--- src/rtl/recfg_pkg.sv ---
package recfg_pkg;

   typedef enum logic [1:0] {
      ST_IDLE  = 2'd0,
      ST_ARMED = 2'd1,
      ST_RUN   = 2'd2
   } rc_state_e;

endpackage

--- src/rtl/recfg_slot_timer.sv ---
module recfg_slot_timer #(
   parameter int unsigned NODES    = 16,
   parameter int unsigned SLOT_CYC = 16,
   localparam int unsigned ID_W    = $clog2(NODES)
) (
   input  logic            clk_i,
   input  logic            rst_ni,
   output logic [ID_W-1:0] owner_o,
   output logic            slot_start_o,
   output logic            slot_end_o
);
   localparam int unsigned OFF_W = $clog2(SLOT_CYC);
   localparam int unsigned CW    = ID_W + OFF_W;

   if (NODES < 2 || (1 << ID_W) != NODES) begin : g_bad_nodes
      $error("NODES must be a power of two of at least 2");
   end
   if (SLOT_CYC < 2 || (1 << OFF_W) != SLOT_CYC) begin : g_bad_slot
      $error("SLOT_CYC must be a power of two of at least 2");
   end

   logic [CW-1:0]    cnt_q;
   logic [OFF_W-1:0] off;

   always_ff @(posedge clk_i or negedge rst_ni) begin
      if (!rst_ni) cnt_q <= '0;
      else         cnt_q <= cnt_q + 1'b1;
   end

   assign owner_o      = cnt_q[CW-1 -: ID_W];
   assign off          = cnt_q[OFF_W-1:0];
   assign slot_start_o = (off == '0);
   assign slot_end_o   = (&off);

   // owner advances exactly at a slot boundary
   a_r1_owner_step: assert property (@(posedge clk_i) disable iff (!rst_ni)
      slot_end_o |=> (owner_o == ID_W'($past(owner_o) + 1'b1)));
   a_r1_owner_hold: assert property (@(posedge clk_i) disable iff (!rst_ni)
      !slot_end_o |=> $stable(owner_o));
endmodule

--- src/rtl/recfg_flag_merge.sv ---
module recfg_flag_merge #(
   parameter int unsigned PORTS = 4
) (
   input  logic [PORTS-1:0] flag_i,
   output logic             any_o
);
   if (PORTS < 1) begin : g_bad_ports
      $error("PORTS must be at least 1");
   end

   if (PORTS == 1) begin : g_single
      assign any_o = flag_i[0];
   end else begin : g_multi
      assign any_o = |flag_i;
   end
endmodule

--- src/rtl/recfg_fsm.sv ---
module recfg_fsm
   import recfg_pkg::*;
#(
   parameter int unsigned NODES = 16,
   localparam int unsigned ID_W = $clog2(NODES)
) (
   input  logic            clk_i,
   input  logic            rst_ni,
   input  logic [ID_W-1:0] my_id_i,
   input  logic [ID_W-1:0] owner_i,
   input  logic            slot_start_i,
   input  logic            slot_end_i,
   input  logic            fault_i,
   input  logic            flag_any_i,
   output logic            inj_o,
   output logic            first_o,
   output logic            done_o
);
   rc_state_e       st_q, st_d;
   logic [ID_W-1:0] root_q, root_d;
   logic            latch_q, latch_d;
   logic            done_q, done_d;
   logic [ID_W-1:0] last_owner;
   logic            own_start;
   logic            run_end;

   assign last_owner = ID_W'(root_q - 1'b1);
   assign own_start  = slot_start_i && (owner_i == my_id_i);
   assign run_end    = (st_q == ST_RUN) && slot_end_i && (owner_i == last_owner);

   always_comb begin
      st_d    = st_q;
      root_d  = root_q;
      latch_d = latch_q;
      done_d  = 1'b0;
      unique case (st_q)
         ST_IDLE: begin
            if (flag_any_i) begin
               st_d    = ST_RUN;
               root_d  = owner_i;
               latch_d = fault_i;
            end else if (fault_i) begin
               st_d = ST_ARMED;
            end
         end
         ST_ARMED: begin
            if (own_start) begin
               st_d   = ST_RUN;
               root_d = my_id_i;
            end else if (flag_any_i) begin
               st_d   = ST_RUN;
               root_d = owner_i;
            end
         end
         ST_RUN: begin
            if (run_end) begin
               done_d  = 1'b1;
               latch_d = 1'b0;
               st_d    = (latch_q || fault_i) ? ST_ARMED : ST_IDLE;
            end else if (fault_i) begin
               latch_d = 1'b1;
            end
         end
         default: st_d = ST_IDLE;
      endcase
   end

   always_ff @(posedge clk_i or negedge rst_ni) begin
      if (!rst_ni) begin
         st_q    <= ST_IDLE;
         root_q  <= '0;
         latch_q <= 1'b0;
         done_q  <= 1'b0;
      end else begin
         st_q    <= st_d;
         root_q  <= root_d;
         latch_q <= latch_d;
         done_q  <= done_d;
      end
   end

   assign inj_o   = ((st_q == ST_ARMED) && own_start) ||
                    ((st_q == ST_RUN) && own_start && (root_q != my_id_i));
   assign first_o = ((st_q == ST_ARMED) && own_start) ||
                    ((st_q == ST_RUN) && (owner_i == root_q));
   assign done_o  = done_q;

   // strobes only at the start of this node's own slot
   a_r3_inj_own_slot: assert property (@(posedge clk_i) disable iff (!rst_ni)
      inj_o |-> (slot_start_i && owner_i == my_id_i));
   // done is a single-cycle pulse following the slot before the root's
   a_r8_done_single: assert property (@(posedge clk_i) disable iff (!rst_ni)
      done_o |=> !done_o);
   a_r8_done_after_last: assert property (@(posedge clk_i) disable iff (!rst_ni)
      done_o |-> ($past(slot_end_i) && $past(owner_i) == ID_W'($past(root_q) - 1'b1)));
   // idle node joins with the current owner as root
   a_r6_join_root: assert property (@(posedge clk_i) disable iff (!rst_ni)
      (st_q == ST_IDLE && flag_any_i) |=> (st_q == ST_RUN && root_q == $past(owner_i)));
   // a running reconfiguration is left only at its last slot
   a_r9_run_sticky: assert property (@(posedge clk_i) disable iff (!rst_ni)
      (st_q == ST_RUN && !run_end) |=> (st_q == ST_RUN && $stable(root_q)));
   // armed node at its own slot start always becomes root
   a_r11_own_wins: assert property (@(posedge clk_i) disable iff (!rst_ni)
      (st_q == ST_ARMED && own_start) |=> (st_q == ST_RUN && root_q == my_id_i));
endmodule

--- src/rtl/recfg_bcast_sched.sv ---
module recfg_bcast_sched #(
   parameter int unsigned NODES    = 16,
   parameter int unsigned SLOT_CYC = 16,
   parameter int unsigned PORTS    = 4,
   localparam int unsigned ID_W    = $clog2(NODES)
) (
   input  logic             clk_i,
   input  logic             rst_ni,
   input  logic [ID_W-1:0]  node_id_i,
   input  logic             fault_i,
   input  logic [PORTS-1:0] flag_i,
   output logic             inj_o,
   output logic [ID_W-1:0]  slot_owner_o,
   output logic             first_o,
   output logic             done_o
);
   logic            slot_start;
   logic            slot_end;
   logic            flag_any;
   logic [ID_W-1:0] owner;

   recfg_slot_timer #(.NODES(NODES), .SLOT_CYC(SLOT_CYC)) timer_i (
      .clk_i        (clk_i),
      .rst_ni       (rst_ni),
      .owner_o      (owner),
      .slot_start_o (slot_start),
      .slot_end_o   (slot_end)
   );

   recfg_flag_merge #(.PORTS(PORTS)) merge_i (
      .flag_i (flag_i),
      .any_o  (flag_any)
   );

   recfg_fsm #(.NODES(NODES)) fsm_i (
      .clk_i        (clk_i),
      .rst_ni       (rst_ni),
      .my_id_i      (node_id_i),
      .owner_i      (owner),
      .slot_start_i (slot_start),
      .slot_end_i   (slot_end),
      .fault_i      (fault_i),
      .flag_any_i   (flag_any),
      .inj_o        (inj_o),
      .first_o      (first_o),
      .done_o       (done_o)
   );

   assign slot_owner_o = owner;

   // no strobe or pulse while reset is asserted
   a_r2_quiet_in_reset: assert property (@(posedge clk_i)
      !rst_ni |-> (!inj_o && !done_o));
endmodule

--- config.mk ---
export PLATFORM = sky130hd
export DESIGN_NAME = recfg_bcast_sched
export DESIGN_NICKNAME = d
export VERILOG_FILES = /design/src/rtl/recfg_pkg.sv /design/src/rtl/recfg_slot_timer.sv /design/src/rtl/recfg_flag_merge.sv /design/src/rtl/recfg_fsm.sv /design/src/rtl/recfg_bcast_sched.sv
export SDC_FILE = /design/constraint.sdc
export NUM_CORES = 1
export LEC_CHECK = 0
export ABC_AREA = 0
export BUFFER_PORTS_ARGS = -buffer_cell sky130_fd_sc_hd__buf_2
export CAP_MARGIN = 20
export CORE_AREA = 3 3 52 54
export CTS_CLUSTER_SIZE = 25
export DETAILED_ROUTE_END_ITERATION = 7
export DIE_AREA = 0 0 55 57
export HOLD_SLACK_MARGIN = 0.02
export PLACE_DENSITY = 0.82
export SLEW_MARGIN = 20
export SYNTH_ARGS = -nofsm -noshare
export SYNTH_HDL_FRONTEND = slang
export SYNTH_SLANG_ARGS = --single-unit
--- constraint.sdc ---
create_clock -name clk_i -period 1.5 [get_ports clk_i]
set_input_delay 0.15 -clock clk_i [delete_from_list [all_inputs] [get_ports clk_i]]
set_output_delay 0.15 -clock clk_i [all_outputs]
set_load 0.01 [all_outputs]
## After elaboration in Yosys (flattened, before gate mapping)

Index checks and enable logic that the tools add are counted.

| storage, ports and cells | value |
|---|---|
| word-level logic and storage cells | 52 |
| register bits after elaboration | 16 |

| cells by class | value |
|---|---|
| reductions and logical operators | 18 |
| multiplexer cells | 16 |
| $add $sub $neg | 2 |
| equality and inequality tests | 11 |

Operators by type and width:

| kind | number |
|---|---|
| == test 4 bit | 3 |
| 2-to-1 mux 2 bit | 5 |
| adder 8 x 1 -> 8 bit, second input constant | 1 |
| 2-to-1 mux 4 bit | 2 |
| one-hot mux 4 bit (2 select lines) | 1 |
| logical AND 1 bit | 7 |
| 2-to-1 mux 1 bit | 6 |
| inequality test 3 x 2 -> 1 bit, second input constant | 2 |
| one-hot mux 2 bit (3 select lines) | 1 |
| AND reduction 3 bit | 2 |
| zero test 4 bit | 1 |
| inequality test 4 bit | 1 |
| AND reduction 4 bit | 1 |
| nonzero test 2 bit | 2 |
| OR reduction 4 bit | 1 |
| subtractor 4 x 1 -> 4 bit, second input constant | 1 |
| logical OR 1 bit | 3 |
| inequality test 3 bit, second input constant | 1 |
| == test 2 x 1 -> 1 bit, second input constant | 1 |
| == test 2 bit, second input constant | 1 |
| zero test 2 bit | 1 |
| inequality test 2 x 1 -> 1 bit, second input constant | 1 |
| inequality test 2 bit, second input constant | 1 |
| one-hot mux 1 bit (2 select lines) | 1 |

## Logic depth before layout (Yosys ltp)

Gate-level depths: netlist of the first run.

| logic depth | value |
|---|---|
| depth after elaboration | 5 |
| gate-level depth with buffers | 6 |

## Modules after synthesis

Synthesis of the first run repeated with hierarchy kept, for this count alone.

| second synthesis, totals | value |
|---|---|
| cells, all modules | 111 |
| area, all modules | 1087.3 um2 |

Modules (own cells, without submodules):

| module | area an instance (um2) | cells each | instances |
|---|---|---|---|
| recfg_fsm | 706.9 | 79 | 1 |
| recfg_slot_timer | 372.9 | 31 | 1 |
| recfg_flag_merge | 7.5 | 1 | 1 |

## Worst setup path before layout of the first run

No wires, ideal clock.

| path | value |
|---|---|
| path type | reg-to-reg |
| from | register fsm_i.root_q[0] |
| to | register fsm_i.st_q[1] |
| data required time | 1.365 ns |
| library setup time | 0.135 ns |
| setup slack | -0.006 ns |
| arrival time | 1.371 ns |
| period minus slack after synthesis | 1.506 ns |
| cell stages (with the launch flop) | 7 |
| cells stage by stage | dfrtp_1 > inv_1 > ha_1 > xor2_1 > nand3b_1 > nor4b_4 > o211ai_1 |

| between the ends | value |
|---|---|
| word-level cells in the longest chain between the ends | 5 |

Ends and longest elaborated chain:

| element | RTL line | source |
|---|---|---|
| from (decl) | recfg_fsm.sv:20 | `logic [ID_W-1:0] root_q, root_d;` |
| from (signal assigned) | recfg_fsm.sv:76 | `root_q <= root_d;` |
| subtractor 4 x 1 -> 4 bit | recfg_fsm.sv:27 | `assign last_owner = ID_W'(root_q - 1'b1);` |
| == test 4 bit | recfg_fsm.sv:29 | `assign run_end = (st_q == ST_RUN) && slot_end_i && (owner_i == last_owner);` |
| logical AND 1 bit | recfg_fsm.sv:29 |  |
| inequality test 2 x 1 -> 1 bit (no source line) | n/a |  |
| AND reduction 3 bit (no source line) | n/a |  |
| to (signal assigned) | recfg_fsm.sv:75 | `st_q <= st_d;` |
| to (decl) | recfg_fsm.sv:19 | `rc_state_e st_q, st_d;` |

No other way between the ends.
A chain may end at the register's enable or synchronous reset.

## Worst setup path after layout of the first run

| path | value |
|---|---|
| from | register fsm_i.root_q[1] |
| to | output port inj_o |

| between the ends | value |
|---|---|
| word-level cells in the longest chain between the ends | 3 |

Ends and longest elaborated chain:

| element | RTL line | source |
|---|---|---|
| inequality test 4 bit | recfg_fsm.sv:83 | `((st_q == ST_RUN) && own_start && (root_q != my_id_i));` |
| logical AND 1 bit | recfg_fsm.sv:83 |  |
| logical OR 1 bit | recfg_fsm.sv:82 | `assign inj_o = ((st_q == ST_ARMED) && own_start) \|\|` |
| to (decl) | recfg_bcast_sched.sv:12 | `output logic inj_o,` |

No other way between the ends.

==> flow_metrics.py, run 1 <==
metrics = {
    "status": {
        "status": "complete, but fails checks",
        "violations": "setup timing",
    },
    "yosys": {
        "synth-compound-area-share": 0.1209,
        "synthArstFlopShare": 1.000,
        "synth_area_leaders": "dfrtp_1 (36%), xnor2_1 (14%), o211ai_1 (4.8%), buf_4 (4.1%), nand3_1 (3.6%)",
        "yosys.area_share.simple": 0.2030,
        "synth_top_family_by_area": "simple AND/OR/NAND/NOR gates",
        "syn-cell-area_um2": 1097,
        "synthDistinctLibCells": 32,
        "syn_nets": 124,
        "post-synth-top-count-cell": "xnor2_1",
        "synth_xor_area_frac": 0.1802,
        "ys.flop_type": "dfrtp_1",
        "ys_seq_elements": 16,
        "synthAdderAreaFrac": 0.03421,
        "synth_top_area_share": 0.3649,
        "synth_top_area_cell": "dfrtp_1",
        "synth_mux_area_frac": 0.009122,
        "yosys-top-cells-count": "xnor2_1 (18), dfrtp_1 (16), inv_1 (8), nand3_1 (8), o211ai_1 (7)",
        "ys_seq_area_frac": 0.3649,
        "avgSynthCellArea_um2": 9.975,
        "syn-instance-count": 110,
        "synth-edff-count": 0,
        "synth_warnings": 0,
    },
    "worst_setup_path": {
        "critPathCaptureType": "primary output",
        "timing.rr.start": "fsm_i.root_q[1]",
        "r2r_cells": 7,
        "critPathKind": "reg -> out",
        "regToRegSetupSlack_ns": -0.16,
        "cp_max_fo": 3,
        "cp.arrival_ns": 1.58,
        "r2r_end": "fsm_i.st_q[1]",
        "critical_path_required_ns": 1.35,
        "cp-start-kind": "flop",
    },
    "place": {
        "gp_congestion": 0.8871,
        "post-dp-hpwl_mm": 1.926,
        "place_area_um2": 1256,
        "numPlacedInstances": 160,
        "port_buffers": 17,
    },
    "timing": {
        "worst_slack_ns": -0.2328,
        "finalCritPeriodShare": 1.155,
        "finalHoldViolations": 0,
        "fin_skew_ns": 0.005348,
        "finalMaxSlewViolations": 0,
        "setup_viol": 9,
        "tightest_slew_ns": 0.3722,
        "clock.fmax_mhz": 577.1,
        "tns_ns": -0.9414,
        "grt_setup_unrepaired": "yes",
        "slew-limit-headroom": 0.7519,
        "period_needed_ns": 1.733,
    },
    "global_routing": {
        "track_usage": 0.2138,
        "antenna_found_initial": 0,
        "overflow": 0,
        "grt_pass1_wl_mm": 4.781,
        "grt_max_degree": 17,
        "grt_pass1_vias": 1005,
    },
    "drt": {
        "first_iter_violations": 48,
        "wl_mm": 3.438,
        "drc": 0,
        "vias_per_cell": 5.663,
        "vias": 1042,
        "first_pass_iters": 4,
        "wl_per_cell_um": 18.68,
        "final_antenna_net_count": 0,
    },
    "power_and_ir_drop": {
        "p_leak_nw": 0.7271,
        "comb_power_share": 0.526,
        "pwr-share-clk": 0.169,
        "switchingPower_w": 0.0006455,
        "p_int_w": 0.001130,
        "power_density_nw_per_um2": 1102,
        "ir_drop_uv": 861.9,
        "swShare": 0.3635,
        "p_total_w": 0.001776,
        "p_seq_frac": 0.304,
    },
    "job": {
        "cap_violations": 0,
    },
    "clocking": {
        "cts_tree": "done",
        "clock_latency_ns": 0.31,
        "clk_path_buf_depth": 2,
        "cts.sinks": 16,
        "cts_buffers": 3,
        "path_clk_slew_ns": 0.10,
        "h-tree-depth": 1,
        "clock-root-buffer": "clkbuf_4",
    },
    "floorplan": {
        "start_util": 0.4867,
        "fp.dieW_um": 55,
        "die_area_um2": 3135,
        "ios": 18,
        "num_rows": 17,
        "design.core.area_um2": 2255,
        "die-height_um": 57,
    },
    "finish": {
        "final_core_util": 0.7148,
        "fin_area_um2": 1612,
        "antennaDiodeCount": 0,
        "final_nets": 171,
        "layout-drive-gt1-share": 0.5577,
        "synthToLayoutAreaGrowth_pct": 46.86,
        "fin_cells": 184,
    },
    "worst_hold_path": {
        "min_from": "node_id_i[3]",
        "hp-class": "in -> reg",
        "min_path_cells": 3,
        "hold_end": "fsm_i.root_q[3]",
    },
}
[layout by cell type, fill, tap and decap left out, types with 2 or more instances in the layout]
master / n
xnor2_2: 7
nor3_1: 2
inv_1: 4
buf_4: 29
xnor2_1: 10
and3_4: 2
dfrtp_2: 4
o21ai_1: 2
buf_2: 17
nand2_1: 3
inv_2: 3
ha_4: 2
clkbuf_4: 3
dfrtp_1: 12
xor2_1: 2
buf_6: 4
nor3_2: 3
o211ai_1: 7
nand3_1: 7
nand4_1: 3
nor2_1: 2
a21oi_1: 3
[routing by layer]
metal | up-vias | global-route usage | share of wire
li1 | 475 | - | -
met1 | 514 | 0.2479 | 0.40
met2 | 43 | 0.3750 | 0.54
met3 | 10 | 0.03655 | 0.040
met4 | 0 | 0.08681 | 0.022
met5 | - | 0 | 0
[power groups by stage]
| stage | Clock [W] | Combinational, W | Sequential (W) |
|---|---|---|---|
| 2_1_floorplan | 0 | 0.000424 | 0.000559 |
| 4_1_cts | 0.000307 | 0.000770 | 0.000531 |
| 6_report | 0.000300 | 0.000935 | 0.000541 |
| 5_1_grt | 0.000337 | 0.000985 | 0.000545 |
| 3_3_place_gp | 0 | 0.000637 | 0.000540 |
| 3_5_place_dp | 0 | 0.000654 | 0.000544 |
[cell families after synthesis]
family,after synthesis
AO/OA/AOI/OAI,18
multiplexers,1
AND/OR/NAND/NOR,34
adder cells (fa/ha/maj),3
flip-flops,16
buffers and inverters,17
XOR/XNOR,21
[area by class of cell]
class                   instances  area, µm²
multi-input cells              77      744.5
fillers                       156      643.1
flip-flops and latches         16      405.4
repair buffers                 51      357.8
clock buffers                   4      36.28
well taps                      28      35.03
inverters                       8      32.53
[worst max-delay path by stage]
stage / start / end / slack, ns / cells past startpoint
2_1_floorplan: fsm_i.root_q[0] / fsm_i.st_q[1] / -0.005 / 6
3_3_place_gp: fsm_i.root_q[0] / fsm_i.st_q[1] / 0.008 / 6
3_5_place_dp: fsm_i.root_q[0] / fsm_i.st_q[0] / -0.06 / 6
4_1_cts: fsm_i.root_q[0] / inj_o / -0.19 / 6
5_1_grt: fsm_i.root_q[3] / inj_o / -0.29 / 5
6_report: fsm_i.root_q[1] / inj_o / -0.23 / 6
[worst max-delay path, cell delays in order, from the launching register on]
cell and delay, ns:
dfrtp_1 0.41, buf_4 0.16, xnor2_2 0.15, a41oi_2 0.18, nor2_1 0.08, nor3_2 0.14
buf_2 0.17
[registers in the layout, indices dropped and copies added (netlist names)]
signal         count
fsm_i.st_q         2
fsm_i.root_q       4
fsm_i.done_o       1
timer_i.cnt_q      8
fsm_i.latch_q      1
[per-stage QoR]
step	hold WS, ns	setup slack [ns]
after floorplan	-0.1456	-0.005377
after global placement	0.07569	0.008345
after detailed placement	0.08845	-0.06091
after CTS	0.1734	-0.1879
after global routing	0.1698	-0.2891
final	0.1898	-0.2328
[what timing repair did]
action / CTS / global route
setup buffers: 16 / 3
gates resized for setup: 27 / 11
hold endpoints to repair: 16 / 0
setup endpoints to repair: 8 / 9
pin swaps: 9 / 5
cloned: 0 / 0
hold buffers: 1 / 0
No activity file was read; power rests on OpenSTA's default activity.
==> run 2, diff against run 1 <==
PLACE_DENSITY = 0.81   (was 0.82)
SYNTH_HIERARCHICAL = 1   (was unset)
==> flow_metrics.py, run 2 <==
metrics = {
    "power_and_ir_drop": {
        "p_total_w": 0.001751,
        "ir_drop_uv": 765.0,
        "power_density_nw_per_um2": 1085,
        "p_leak_nw": 0.7287,
    },
    "timing": {
        "worst_slack_ns": -0.3430,
        "setup_viol": 10,
        "finalMaxSlewViolations": 0,
        "clock.fmax_mhz": 542.6,
        "tightest_slew_ns": 0.3706,
        "finalHoldViolations": 0,
        "fin_skew_ns": 0.001555,
        "finalCritPeriodShare": 1.229,
        "grt_setup_unrepaired": "yes",
        "period_needed_ns": 1.843,
        "slew-limit-headroom": 0.7521,
    },
    "global_routing": {
        "antenna_found_initial": 0,
        "grt_pass1_wl_mm": 5.271,
        "grt_pass1_vias": 1082,
        "track_usage": 0.2380,
        "grt_max_degree": 17,
        "overflow": 0,
    },
    "drt": {
        "wl_per_cell_um": 18.18,
        "vias_per_cell": 5.568,
        "first_iter_violations": 24,
        "first_pass_iters": 4,
        "final_antenna_net_count": 0,
        "drc": 0,
        "wl_mm": 3.364,
        "vias": 1030,
    },
    "floorplan": {
        "start_util": 0.4822,
        "die-height_um": 57,
        "num_rows": 17,
        "ios": 18,
        "die_area_um2": 3135,
        "design.core.area_um2": 2255,
        "fp.dieW_um": 55,
    },
    "yosys": {
        "ys_seq_area_frac": 0.3682,
        "synthArstFlopShare": 1.000,
        "yosys-top-cells-count": "dfrtp_1 (16), xor2_1 (12), nor2_1 (10)",
        "synth_area_leaders": "dfrtp_1 (37%), xor2_1 (9.7%), xnor2_1 (6.4%), ha_1 (3.5%), nor2_1 (3.5%)",
        "syn-instance-count": 111,
        "post-synth-top-count-cell": "dfrtp_1",
        "avgSynthCellArea_um2": 9.795,
        "syn-cell-area_um2": 1087,
        "ys.flop_type": "dfrtp_1",
        "synth_top_area_share": 0.3682,
        "ys_seq_elements": 16,
        "synth_top_area_cell": "dfrtp_1",
        "synth_warnings": 6,
        "synth-edff-count": 0,
        "synthDistinctLibCells": 36,
        "syn_nets": 125,
    },
    "clocking": {
        "path_clk_slew_ns": 0.09,
        "clock_latency_ns": 0.28,
        "h-tree-depth": 1,
        "clock-root-buffer": "clkbuf_4",
        "cts_buffers": 3,
        "cts_tree": "done",
        "clk_path_buf_depth": 2,
        "cts.sinks": 16,
    },
    "place": {
        "numPlacedInstances": 171,
        "post-dp-hpwl_mm": 2.014,
        "place_area_um2": 1369,
        "port_buffers": 17,
        "gp_congestion": 0.8412,
    },
    "finish": {
        "layout-drive-gt1-share": 0.5350,
        "final_cell_mix": "buf_4 (26), buf_2 (17), dfrtp_1 (16)",
        "fin_cells": 185,
        "fin_area_um2": 1614,
        "final_nets": 173,
        "top_regs": "timer_i/cnt_q (8), fsm_i/root_q (4), fsm_i/st_q (2)",
        "largest_reg_flops": 8,
        "top_register": "timer_i/cnt_q",
        "final_core_util": 0.7159,
        "layout_commonest_cell": "buf_4",
        "antennaDiodeCount": 0,
        "synthToLayoutAreaGrowth_pct": 48.45,
    },
    "worst_setup_path": {
        "crit_family": "simple AND/OR/NAND/NOR gates",
        "cp_max_fo": 3,
        "critical_path_required_ns": 1.35,
        "critPathBufInv": 2,
        "cp.arrival_ns": 1.69,
        "critPathCaptureType": "primary output",
        "cp-start-kind": "flop",
        "crit_path_cell_trace": "buf_4, xor2_1, nor4_1, o21ai_1, and3_1, buf_2",
        "crit_slowest_cell": "dfrtp_1",
        "cpPeakStageDelay_ns": 0.39,
        "critPathKind": "reg -> out",
    },
    "status": {
        "violations": "setup timing",
        "status": "complete, but fails checks",
    },
    "job": {
        "cap_violations": 0,
    },
    "worst_hold_path": {
        "hp-class": "in -> reg",
    },
}
## run 2: changes by cell type after synthesis, moves of 3 or more
cell,delta
nor2_1,+7
nand2b_1,+3
nand4_1,-3
inv_1,-4
xor2_1,+10
xnor2_1,-10
o211ai_1,-6
a211oi_1,+3
nor3b_2,+3
## run 2: per-layer routing
layer,part of all wire,global-route usage,vias up,wire (µm)
met5,0,0,-,0
met4,0.043,0.1076,0,144
met3,0.057,0.04178,14,191
met2,0.52,0.3868,50,1755
met1,0.38,0.3002,491,1273
li1,-,-,475,-
## run 2: cell type report
cell class,instances,area [µm²]
well taps,28,35.03
repair buffers,50,370.4
multi-input cells,84,768.2
fillers,145,640.6
flip-flops and latches,16,400.4
inverters,4,17.52
clock buffers,3,22.52
## run 2: what timing repair did
item / 4_1_cts / 5_1_grt
resized for setup: 25 / 4
pin swaps: 13 / 9
endpoints found under the hold margin: 16 / 0
buffers inserted: 5 / 6
endpoints found under the setup margin: 10 / 10
hold buffers: 1 / 0
## run 2: cells by family (layout without fill, tap and decap cells)
family | count (synthesis) | after routing | synth area share
adders and majority gates | 3 | 3 | 0.03453
buffers and inverters | 11 | 57 | 0.06098
muxes | 1 | 1 | 0.009206
AOI/OAI and AO/OA | 13 | 13 | 0.07596
DFF | 16 | 16 | 0.3682
xor gates and xnor gates | 20 | 20 | 0.1611
and+or+nand+nor | 47 | 47 | 0.2900
## run 2: worst paths after layout
check	cells after the start	slack, ns	end	startpoint
min in group asynchronous	2	0.31	timer_i/cnt_q[1]	rst_ni
worst min-delay path	3	0.25	fsm_i/root_q[0]	node_id_i[0]
worst max register to register	7	-0.23	fsm_i/st_q[1]	fsm_i/root_q[0]
worst min register to register	2	0.58	timer_i/cnt_q[0]	timer_i/cnt_q[0]
max in group asynchronous	2	0.93	timer_i/cnt_q[6]	rst_ni
worst max-delay path	6	-0.34	inj_o	fsm_i/root_q[1]
## run 2: power breakdown
| group | leakage, nW | internal, W | switching [W] | total (W) |
|---|---|---|---|---|
| combinational | 0.526 | 0.000483 | 0.000482 | 0.000965 |
| sequential | 0.189 | 0.000498 | 0.0000689 | 0.000567 |
| clock | 0.0138 | 0.0000930 | 0.000125 | 0.000218 |
## run 2: tightest hold or removal path, cell delays in order
cell and delay, ns:
buf_2 0.12, nor2_1 0.06, mux2i_1 0.15
## run 2: per-stage QoR
step | TNS, ns | hold WS (ns) | setup WS [ns]
2_1_floorplan | -0.4608 | -0.1456 | -0.09233
3_3_place_gp | -0.2646 | 0.08242 | -0.05545
3_5_place_dp | -0.6257 | 0.09129 | -0.1456
4_1_cts | -1.599 | 0.2334 | -0.3131
5_1_grt | -2.795 | 0.2334 | -0.4406
6_report | -2.079 | 0.2473 | -0.3430
